## src/rtl/usb_fifo_pkg.sv

```systemverilog
package usb_fifo_pkg;

    // One side's command to one FIFO after select decode and priority.
    typedef struct packed {
        logic move;
        logic commit;
        logic rewind;
    } side_cmd_t;

    typedef struct packed {
        logic full;
        logic empty;
        logic ready;
    } fifo_flags_t;

    // Address width of FIFO idx: the large index gets the large size.
    function automatic int fifo_aw(input int idx, input int large_idx,
                                   input int small_aw, input int large_aw);
        return (idx == large_idx) ? large_aw : small_aw;
    endfunction

    // Rewind beats commit, commit beats data move.
    function automatic side_cmd_t decode_cmd(input logic hit, input logic move,
                                             input logic commit, input logic rewind);
        side_cmd_t c;
        c.rewind = hit & rewind;
        c.commit = hit & commit & ~rewind;
        c.move   = hit & move & ~commit & ~rewind;
        return c;
    endfunction

endpackage

```

## src/rtl/set_len_queue.sv

```systemverilog
module set_len_queue #(
    parameter int LW = 12
) (
    input  logic          clk,
    input  logic          rst,
    input  logic          push,
    input  logic [LW-1:0] len_in,
    input  logic          pop,
    output logic [LW-1:0] head,
    output logic [1:0]    count
);

    logic [LW-1:0] q0, q1;

    always_ff @(posedge clk) begin
        if (rst) begin
            q0    <= '0;
            q1    <= '0;
            count <= 2'd0;
        end else begin
            unique case ({push, pop})
                2'b10: begin
                    if (count == 2'd0) q0 <= len_in;
                    else               q1 <= len_in;
                    count <= count + 2'd1;
                end
                2'b01: begin
                    q0    <= q1;
                    count <= count - 2'd1;
                end
                2'b11: begin
                    if (count == 2'd1) begin
                        q0 <= len_in;
                    end else begin
                        q0 <= q1;
                        q1 <= len_in;
                    end
                end
                default: ;
            endcase
        end
    end

    assign head = q0;


    set_count_chk: assert property (@(posedge clk) disable iff (rst)
        count != 2'd3);


    push_guard_chk: assert property (@(posedge clk) disable iff (rst)
        push |-> count != 2'd2);

endmodule

```

## src/rtl/fifo_ptr_unit.sv

```systemverilog
module fifo_ptr_unit
    import usb_fifo_pkg::*;
#(
    parameter int AW_I      = 6,
    parameter int AW        = 11,
    parameter bit TWO_LEVEL = 1'b0
) (
    input  logic        clk,
    input  logic        rst,
    input  side_cmd_t   wcmd,
    input  side_cmd_t   rcmd,
    output logic [AW-1:0] waddr,
    output logic [AW-1:0] raddr,
    output logic        wr_fire,
    output fifo_flags_t flags
);

    localparam int PW = AW_I + 1;
    localparam logic [PW-1:0] DEPTH_P = {1'b1, {AW_I{1'b0}}};
    localparam logic [PW-1:0] ONE_P   = PW'(1);

    logic [PW-1:0] wr_live, wr_cmt, rd_live, rd_cmt;
    logic [PW-1:0] used_w, rd_release;
    logic          p_commit_ok, c_commit_ok, rd_fire;

    assign used_w = wr_live - rd_cmt;

    generate
        if (TWO_LEVEL) begin : g_two
            logic [PW-1:0] set_len, head_len, rd_span;
            logic [1:0]    pend;

            assign set_len     = wr_live - wr_cmt;
            assign rd_span     = rd_live - rd_cmt;
            assign p_commit_ok = wcmd.commit && (pend != 2'd2) && (set_len != '0);
            assign c_commit_ok = rcmd.commit && (pend != 2'd0);
            assign flags.full  = (pend == 2'd2) || (used_w == DEPTH_P);
            assign flags.empty = (pend == 2'd0) || (rd_span == head_len);
            assign flags.ready = (pend != 2'd0);
            assign rd_release  = rd_cmt + head_len;

            set_len_queue #(.LW(PW)) u_lenq (
                .clk    (clk),
                .rst    (rst),
                .push   (p_commit_ok),
                .len_in (set_len),
                .pop    (c_commit_ok),
                .head   (head_len),
                .count  (pend)
            );


            set_bound_chk: assert property (@(posedge clk) disable iff (rst)
                rd_fire |-> rd_span < head_len);
        end else begin : g_one
            assign p_commit_ok = wcmd.commit;
            assign c_commit_ok = rcmd.commit;
            assign flags.full  = (used_w == DEPTH_P);
            assign flags.empty = (rd_live == wr_cmt);
            assign flags.ready = (wr_cmt != rd_cmt);
            assign rd_release  = rd_live;
        end
    endgenerate

    assign wr_fire = wcmd.move && !flags.full;
    assign rd_fire = rcmd.move && !flags.empty;

    always_ff @(posedge clk) begin
        if (rst) begin
            wr_live <= '0;
            wr_cmt  <= '0;
            rd_live <= '0;
            rd_cmt  <= '0;
        end else begin
            if (wcmd.rewind)      wr_live <= wr_cmt;
            else if (p_commit_ok) wr_cmt  <= wr_live;
            else if (wr_fire)     wr_live <= wr_live + ONE_P;

            if (rcmd.rewind) begin
                rd_live <= rd_cmt;
            end else if (c_commit_ok) begin
                rd_cmt  <= rd_release;
                rd_live <= rd_release;
            end else if (rd_fire) begin
                rd_live <= rd_live + ONE_P;
            end
        end
    end

    assign waddr = AW'(wr_live[AW_I-1:0]);
    assign raddr = AW'(rd_live[AW_I-1:0]);


    no_overflow_chk: assert property (@(posedge clk) disable iff (rst)
        (wcmd.move && flags.full) |=> $stable(wr_live));


    occupancy_chk: assert property (@(posedge clk) disable iff (rst)
        used_w <= DEPTH_P);


    no_underflow_chk: assert property (@(posedge clk) disable iff (rst)
        (rcmd.move && flags.empty) |=> $stable(rd_live));


    wr_rewind_chk: assert property (@(posedge clk) disable iff (rst)
        wcmd.rewind |=> wr_live == $past(wr_cmt));


    rd_rewind_chk: assert property (@(posedge clk) disable iff (rst)
        rcmd.rewind |=> rd_live == $past(rd_cmt));

endmodule

```

## src/rtl/fifo_bank.sv

```systemverilog
module fifo_bank
    import usb_fifo_pkg::*;
#(
    parameter int N         = 4,
    parameter int SMALL_AW  = 6,
    parameter int LARGE_AW  = 11,
    parameter int LARGE_IDX = 3,
    parameter int SW        = 2,
    parameter int AW        = 11
) (
    input  logic          clk,
    input  logic          rst,
    input  logic [SW-1:0] wr_sel,
    input  logic          wr_en,
    input  logic          wr_commit,
    input  logic          wr_rewind,
    input  logic [SW-1:0] rd_sel,
    input  logic          rd_en,
    input  logic          rd_commit,
    input  logic          rd_rewind,
    output logic [AW-1:0] wr_addr,
    output logic [N-1:0]  wr_strobe_n,
    output logic [AW-1:0] rd_addr,
    output logic [SW-1:0] rd_ram_sel,
    output logic [N-1:0]  full,
    output logic [N-1:0]  empty,
    output logic [N-1:0]  ready
);

    logic [AW-1:0] waddr_a [N];
    logic [AW-1:0] raddr_a [N];

    generate
        for (genvar g = 0; g < N; g++) begin : g_fifo
            side_cmd_t   wc, rc;
            fifo_flags_t flg;
            logic        fire;

            assign wc = decode_cmd(wr_sel == SW'(g), wr_en, wr_commit, wr_rewind);
            assign rc = decode_cmd(rd_sel == SW'(g), rd_en, rd_commit, rd_rewind);

            fifo_ptr_unit #(
                .AW_I      (fifo_aw(g, LARGE_IDX, SMALL_AW, LARGE_AW)),
                .AW        (AW),
                .TWO_LEVEL (g == LARGE_IDX)
            ) u_unit (
                .clk     (clk),
                .rst     (rst),
                .wcmd    (wc),
                .rcmd    (rc),
                .waddr   (waddr_a[g]),
                .raddr   (raddr_a[g]),
                .wr_fire (fire),
                .flags   (flg)
            );

            assign wr_strobe_n[g] = ~fire;
            assign full[g]        = flg.full;
            assign empty[g]       = flg.empty;
            assign ready[g]       = flg.ready;
        end
    endgenerate

    assign wr_addr    = waddr_a[wr_sel];
    assign rd_addr    = raddr_a[rd_sel];
    assign rd_ram_sel = rd_sel;


    strobe_onehot_chk: assert property (@(posedge clk) disable iff (rst)
        $onehot0(~wr_strobe_n));

endmodule

```

## src/rtl/usb_ep_fifo_ctrl.sv

```systemverilog
module usb_ep_fifo_ctrl #(
    parameter int N         = 4,
    parameter int SMALL_AW  = 6,
    parameter int LARGE_AW  = 11,
    parameter int LARGE_IDX = 3,
    localparam int SW       = $clog2(N),
    localparam int AW       = LARGE_AW
) (
    input  logic          clk,
    input  logic          rst,
    input  logic [SW-1:0] tx_wr_sel,
    input  logic          tx_wr_en,
    input  logic          tx_wr_commit,
    input  logic          tx_wr_rewind,
    input  logic [SW-1:0] tx_rd_sel,
    input  logic          tx_rd_en,
    input  logic          tx_rd_commit,
    input  logic          tx_rd_rewind,
    output logic [AW-1:0] tx_wr_addr,
    output logic [N-1:0]  tx_wr_strobe_n,
    output logic [AW-1:0] tx_rd_addr,
    output logic [SW-1:0] tx_rd_ram_sel,
    output logic [N-1:0]  tx_full,
    output logic [N-1:0]  tx_empty,
    output logic [N-1:0]  tx_data_ready,
    input  logic [SW-1:0] rx_wr_sel,
    input  logic          rx_wr_en,
    input  logic          rx_wr_commit,
    input  logic          rx_wr_rewind,
    input  logic [SW-1:0] rx_rd_sel,
    input  logic          rx_rd_en,
    input  logic          rx_rd_commit,
    input  logic          rx_rd_rewind,
    output logic [AW-1:0] rx_wr_addr,
    output logic [N-1:0]  rx_wr_strobe_n,
    output logic [AW-1:0] rx_rd_addr,
    output logic [SW-1:0] rx_rd_ram_sel,
    output logic [N-1:0]  rx_full,
    output logic [N-1:0]  rx_empty,
    output logic [N-1:0]  rx_pkt_ready
);

    fifo_bank #(
        .N(N), .SMALL_AW(SMALL_AW), .LARGE_AW(LARGE_AW),
        .LARGE_IDX(LARGE_IDX), .SW(SW), .AW(AW)
    ) u_tx (
        .clk         (clk),
        .rst         (rst),
        .wr_sel      (tx_wr_sel),
        .wr_en       (tx_wr_en),
        .wr_commit   (tx_wr_commit),
        .wr_rewind   (tx_wr_rewind),
        .rd_sel      (tx_rd_sel),
        .rd_en       (tx_rd_en),
        .rd_commit   (tx_rd_commit),
        .rd_rewind   (tx_rd_rewind),
        .wr_addr     (tx_wr_addr),
        .wr_strobe_n (tx_wr_strobe_n),
        .rd_addr     (tx_rd_addr),
        .rd_ram_sel  (tx_rd_ram_sel),
        .full        (tx_full),
        .empty       (tx_empty),
        .ready       (tx_data_ready)
    );

    fifo_bank #(
        .N(N), .SMALL_AW(SMALL_AW), .LARGE_AW(LARGE_AW),
        .LARGE_IDX(LARGE_IDX), .SW(SW), .AW(AW)
    ) u_rx (
        .clk         (clk),
        .rst         (rst),
        .wr_sel      (rx_wr_sel),
        .wr_en       (rx_wr_en),
        .wr_commit   (rx_wr_commit),
        .wr_rewind   (rx_wr_rewind),
        .rd_sel      (rx_rd_sel),
        .rd_en       (rx_rd_en),
        .rd_commit   (rx_rd_commit),
        .rd_rewind   (rx_rd_rewind),
        .wr_addr     (rx_wr_addr),
        .wr_strobe_n (rx_wr_strobe_n),
        .rd_addr     (rx_rd_addr),
        .rd_ram_sel  (rx_rd_ram_sel),
        .full        (rx_full),
        .empty       (rx_empty),
        .ready       (rx_pkt_ready)
    );

endmodule

```

## config.mk

```make
export PLATFORM = sky130hd
export DESIGN_NAME = usb_ep_fifo_ctrl
export DESIGN_NICKNAME = d
export VERILOG_FILES = /design/src/rtl/usb_fifo_pkg.sv /design/src/rtl/set_len_queue.sv /design/src/rtl/fifo_ptr_unit.sv /design/src/rtl/fifo_bank.sv /design/src/rtl/usb_ep_fifo_ctrl.sv
export SDC_FILE = /design/constraint.sdc
export NUM_CORES = 1
export LEC_CHECK = 0
export CAP_MARGIN = 20
export CORE_UTILIZATION = 47
export DETAILED_ROUTE_END_ITERATION = 10
export PLACE_DENSITY = 0.67
export SLEW_MARGIN = 10
export SYNTH_ARGS = -nofsm -noshare
export SYNTH_HDL_FRONTEND = slang
export SYNTH_SLANG_ARGS = --single-unit
```

## constraint.sdc

```tcl
create_clock -name clk -period 5 [get_ports clk]
set_input_delay 0.5 -clock clk [delete_from_list [all_inputs] [get_ports clk]]
set_output_delay 0.5 -clock clk [all_outputs]
set_load 0.005 [all_outputs]
```

==> impl_metrics.yaml <==
routing:
  viasPerCell: 5.920
  dr.pass1.iters: 9
  wl_per_cell_um: 18.26
  vias: 20229
  drtAntennaViolNets: 0
  wirelength_mm: 62.39
  drt_iter0_markers: 1448
  drcViolationCount: 16
floorplan:
  start_util_pct: 47.84
  fp.dieH_um: 219.9
  pin_count: 102
  die_w_um: 219.9
  rows: 79
  core_sq_mm: 0.04665
  dieArea_sq_mm: 0.04836
setup_path:
  setup.worst_path.start_class: "flip-flop"
  path_cells: "inv_1 -> ha_1 -> inv_1 -> fa_1 -> a211oi_1 -> o21ai_0 -> o21ai_0 -> xor2_1 -> o211ai_1 -> a2111oi_1 -> a21boi_4 -> ha_1 -> inv_1 -> a21oi_1 -> a21oi_1 -> buf_4 -> mux2i_1 -> nor2_1"
  crit_top_cell: "inv_1"
  critPathTopFamily: "compound AO/OA/AOI/OAI gates"
  critPathCaptureType: "flip-flop"
  crit_path_top_delay_cell: "a2111oi_1"
  crit_buf_inv: 4
  critPathMaxFanout: 17
  arrival_ps: 4930
  max_stage_delay_ps: 710
  crit_type: "flip-flop to flip-flop"
  required_ps: 5410
timing:
  fin_crit_ps: 4515
  setup_violations: 0
  finalCritPeriodShare_pct: 90.30
  finalSetupTns_ps: 0
  fin_skew_ps: 27.88
  grt_setup_unrepaired: "false"
  fmax_ghz: 0.2215
  finalHoldViolations: 0
  worst_slew_pin_slew_ps: 988.3
  slew_viol_final: 0
  max_slew_margin_pct: 33.93
layout:
  area.sequential_sq_mm: 0.006326
  design_area_sq_mm: 0.02510
  area_delta_synth_final_pct: 12.44
  multi_input_area_sq_mm: 0.01493
  n_fill_cell: 4359
  num_antenna_cells: 0
  drive_above_1_share_pct: 6.548
  finalNetCount: 2966
logic_synthesis:
  yosysWarnings: 0
  async_reset_ff_share_pct: 0
  ys.flop_type: "dfxtp_1"
  synth_top_area_share_pct: 28.34
  synth_edf_count: 0
  netlist_top_cells_area: "dfxtp_1 (28%), ha_1 (8.6%), mux2i_1 (6.5%), nor2_1 (5.2%), xnor2_1 (5.0%)"
  synth_fp_nets: 2914
  yosys.area.top_type: "dfxtp_1"
  avgSynthCellArea_sq_um: 8.169
  synth_cells: 2732
  synth_area_sq_mm: 0.02232
  yosysSeqAreaShare_pct: 28.34
  yosysMostFrequentCell: "dfxtp_1"
  synth.distinct_cells: 90
  yosys-top-cells-count: "dfxtp_1 (316), nor2_1 (311), a21oi_1 (180), o21ai_0 (173), inv_1 (156)"
  yosys_register_bits: 316
status:
  outcome: "finished with violations"
  failed_checks: "design-rule violations"
clock_network:
  cts_buffer_depth: 3
  cts_sinks: 316
  clkLatencyLatePin_ps: 560
  cts.reportedPaths.clkPinSlew_ps: 60
  h-tree-depth: 2
  cts_hold_buf: 0
  numCtsBuffers: 39
  ctsResizeCount: 0
  cts-root-buf: "clkbuf_16"
  cts_setup_buffers: 0
  cts_tree: "built"
global_route:
  track_usage_pct: 25.65
  grt_start_max_net_pins: 162
  grt_pass1_wl_mm: 99.99
  grt_overflow: 0
  grt_pass1_vias: 18994
  antenna_found_initial: 0
place:
  hpwl_mm: 46.08
  place_area_sq_mm: 0.02384
  io_buffers: 101
  place.gp.congestion: 0.9048
power_and_ir_drop:
  p_int_mw: 4.666
  powerDensity_mw_per_mm2: 257.6
  power.leakage_nw: 9.406
  seqPwrFrac_pct: 41.4
  combPwrFrac_pct: 15.8
  switching_share_pct: 27.81
  clkPwrFrac_pct: 42.8
  ir_drop_mv: 0.2421
  switchingPower_mw: 1.798
job:
  maxCapViolCount: 0
hold_path:
  hold_class: "flip-flop to flip-flop"
[worst paths after layout]
check / to / from / slack (ps) / depth (start not counted)
worst max-delay path: u_tx.g_fifo[3].u_unit.g_two.u_lenq.q1[7]$_SDFFE_PP0P_ / u_tx.g_fifo[3].u_unit.wr_live[0]$_SDFFE_PP0P_ / 480 / 18
worst min-delay path: u_rx.g_fifo[3].u_unit.g_two.u_lenq.q1[11]$_SDFFE_PP0P_ / u_rx.g_fifo[3].u_unit.g_two.u_lenq.q1[11]$_SDFFE_PP0P_ / 470 / 2
worst max register to register: u_tx.g_fifo[3].u_unit.g_two.u_lenq.q1[7]$_SDFFE_PP0P_ / u_tx.g_fifo[3].u_unit.wr_live[0]$_SDFFE_PP0P_ / 480 / 18
worst min register to register: u_rx.g_fifo[3].u_unit.g_two.u_lenq.q1[11]$_SDFFE_PP0P_ / u_rx.g_fifo[3].u_unit.g_two.u_lenq.q1[11]$_SDFFE_PP0P_ / 470 / 2
[per-stage QoR]
stage / std cells / hold slack (ps) / setup WS, ps / utilization [%] / power, mW
detailed placement: 3347 / 460.7 / 361.5 / 51.10 / 3.731
global placement: 3346 / 466.5 / 464.0 / 51.09 / 3.708
finish: 3417 / 472.6 / 484.9 / 53.79 / 6.464
CTS: 3414 / 471.0 / 277.6 / 53.73 / 6.514
global route: 3417 / 514.9 / 115.0 / 53.79 / 6.741
floorplan: 2732 / 450.7 / 357.2 / - / 3.437
[power by group through the flow]
stage                     clock network [mW]  registers (mW)  logic [mW]
after floorplan                            0            2.68       0.753
after global placement                     0            2.73       0.980
after detailed placement                   0            2.73        1.00
after CTS                               2.83            2.67        1.01
after global routing                    2.93            2.68        1.13
final                                   2.77            2.68        1.02
[logic make-up after synthesis]
kind of cell	count (synthesis)	synth area share, %
buffers and inverters	281	4.883
AND/OR/NAND/NOR	921	20.42
adder cells (fa/ha/maj)	160	9.171
multiplexers	173	9.138
AO/OA/AOI/OAI	642	18.53
flip-flops	316	28.34
XOR/XNOR	239	9.508
[area by class of cell]
type / count / area share (%)
multi-input cells: 2135 / 59.48
flip-flops and latches: 316 / 25.21
repair buffers: 134 / 5.041
clock buffers: 58 / 4.452
well taps: 607 / 3.026
inverters: 158 / 2.363
clock inverters: 9 / 0.4338
[sequential cells by signal (all words and copies together), names as in the netlist]
name / count
u_rx.g_fifo.u_unit.g_two.u_lenq.count: 2
u_rx.g_fifo.u_unit.g_two.u_lenq.head: 12
u_tx.g_fifo.u_unit.wr_live: 33
u_tx.g_fifo.u_unit.rd_cmt: 33
u_tx.g_fifo.u_unit.g_two.u_lenq.q1: 12
u_rx.g_fifo.u_unit.g_two.u_lenq.q1: 12
u_tx.g_fifo.u_unit.rd_live: 33
u_rx.g_fifo.u_unit.wr_cmt: 33
u_rx.g_fifo.u_unit.rd_live: 33
u_rx.g_fifo.u_unit.wr_live: 33
u_tx.g_fifo.u_unit.wr_cmt: 33
u_tx.g_fifo.u_unit.g_two.u_lenq.head: 12
u_rx.g_fifo.u_unit.rd_cmt: 33
u_tx.g_fifo.u_unit.g_two.u_lenq.count: 2
[worst register-to-register path, stage by stage (launching register included)]
cell and delay, ps:
dfxtp_1 330, inv_1 150, ha_1 200, inv_1 70, fa_1 480, a211oi_1 250, o21ai_0 170, o21ai_0 120
xor2_1 270, o211ai_1 150, a2111oi_1 710, a21boi_4 340, ha_1 340, inv_1 80, a21oi_1 60, a21oi_1 120
buf_4 260, mux2i_1 230, nor2_1 60
[cells in the final DEF, fill, tap and decap left out, drive strengths merged, types with 14 or more instances in the layout]
master / instances
nand3: 67
xnor2: 127
nor4: 24
and3: 51
dfxtp: 316
a211oi: 70
or2: 43
ha: 154
mux2i: 146
or3: 25
and2: 24
buf: 33
nor3: 70
mux4: 24
xor2: 110
nor2: 311
nand4: 34
o21a: 15
nor3b: 20
clkbuf: 59
o21ai: 174
clkdlybuf4s50: 100
a22oi: 29
nor2b: 50
nand2b: 31
inv: 159
a311oi: 14
a21oi: 181
nand2: 143
a31oi: 26
a21o: 16
[routing by layer]
| metal | vias to the layer above | track usage (%) | wire [um] |
|---|---|---|---|
| met5 | - | 0 | 0 |
| met4 | 0 | 8.713 | 1890 |
| met3 | 117 | 4.141 | 4032 |
| met2 | 583 | 40.13 | 27500 |
| met1 | 9631 | 35.59 | 28960 |
| li1 | 9898 | - | - |
Note: power is estimated with default switching activity, not from simulation.
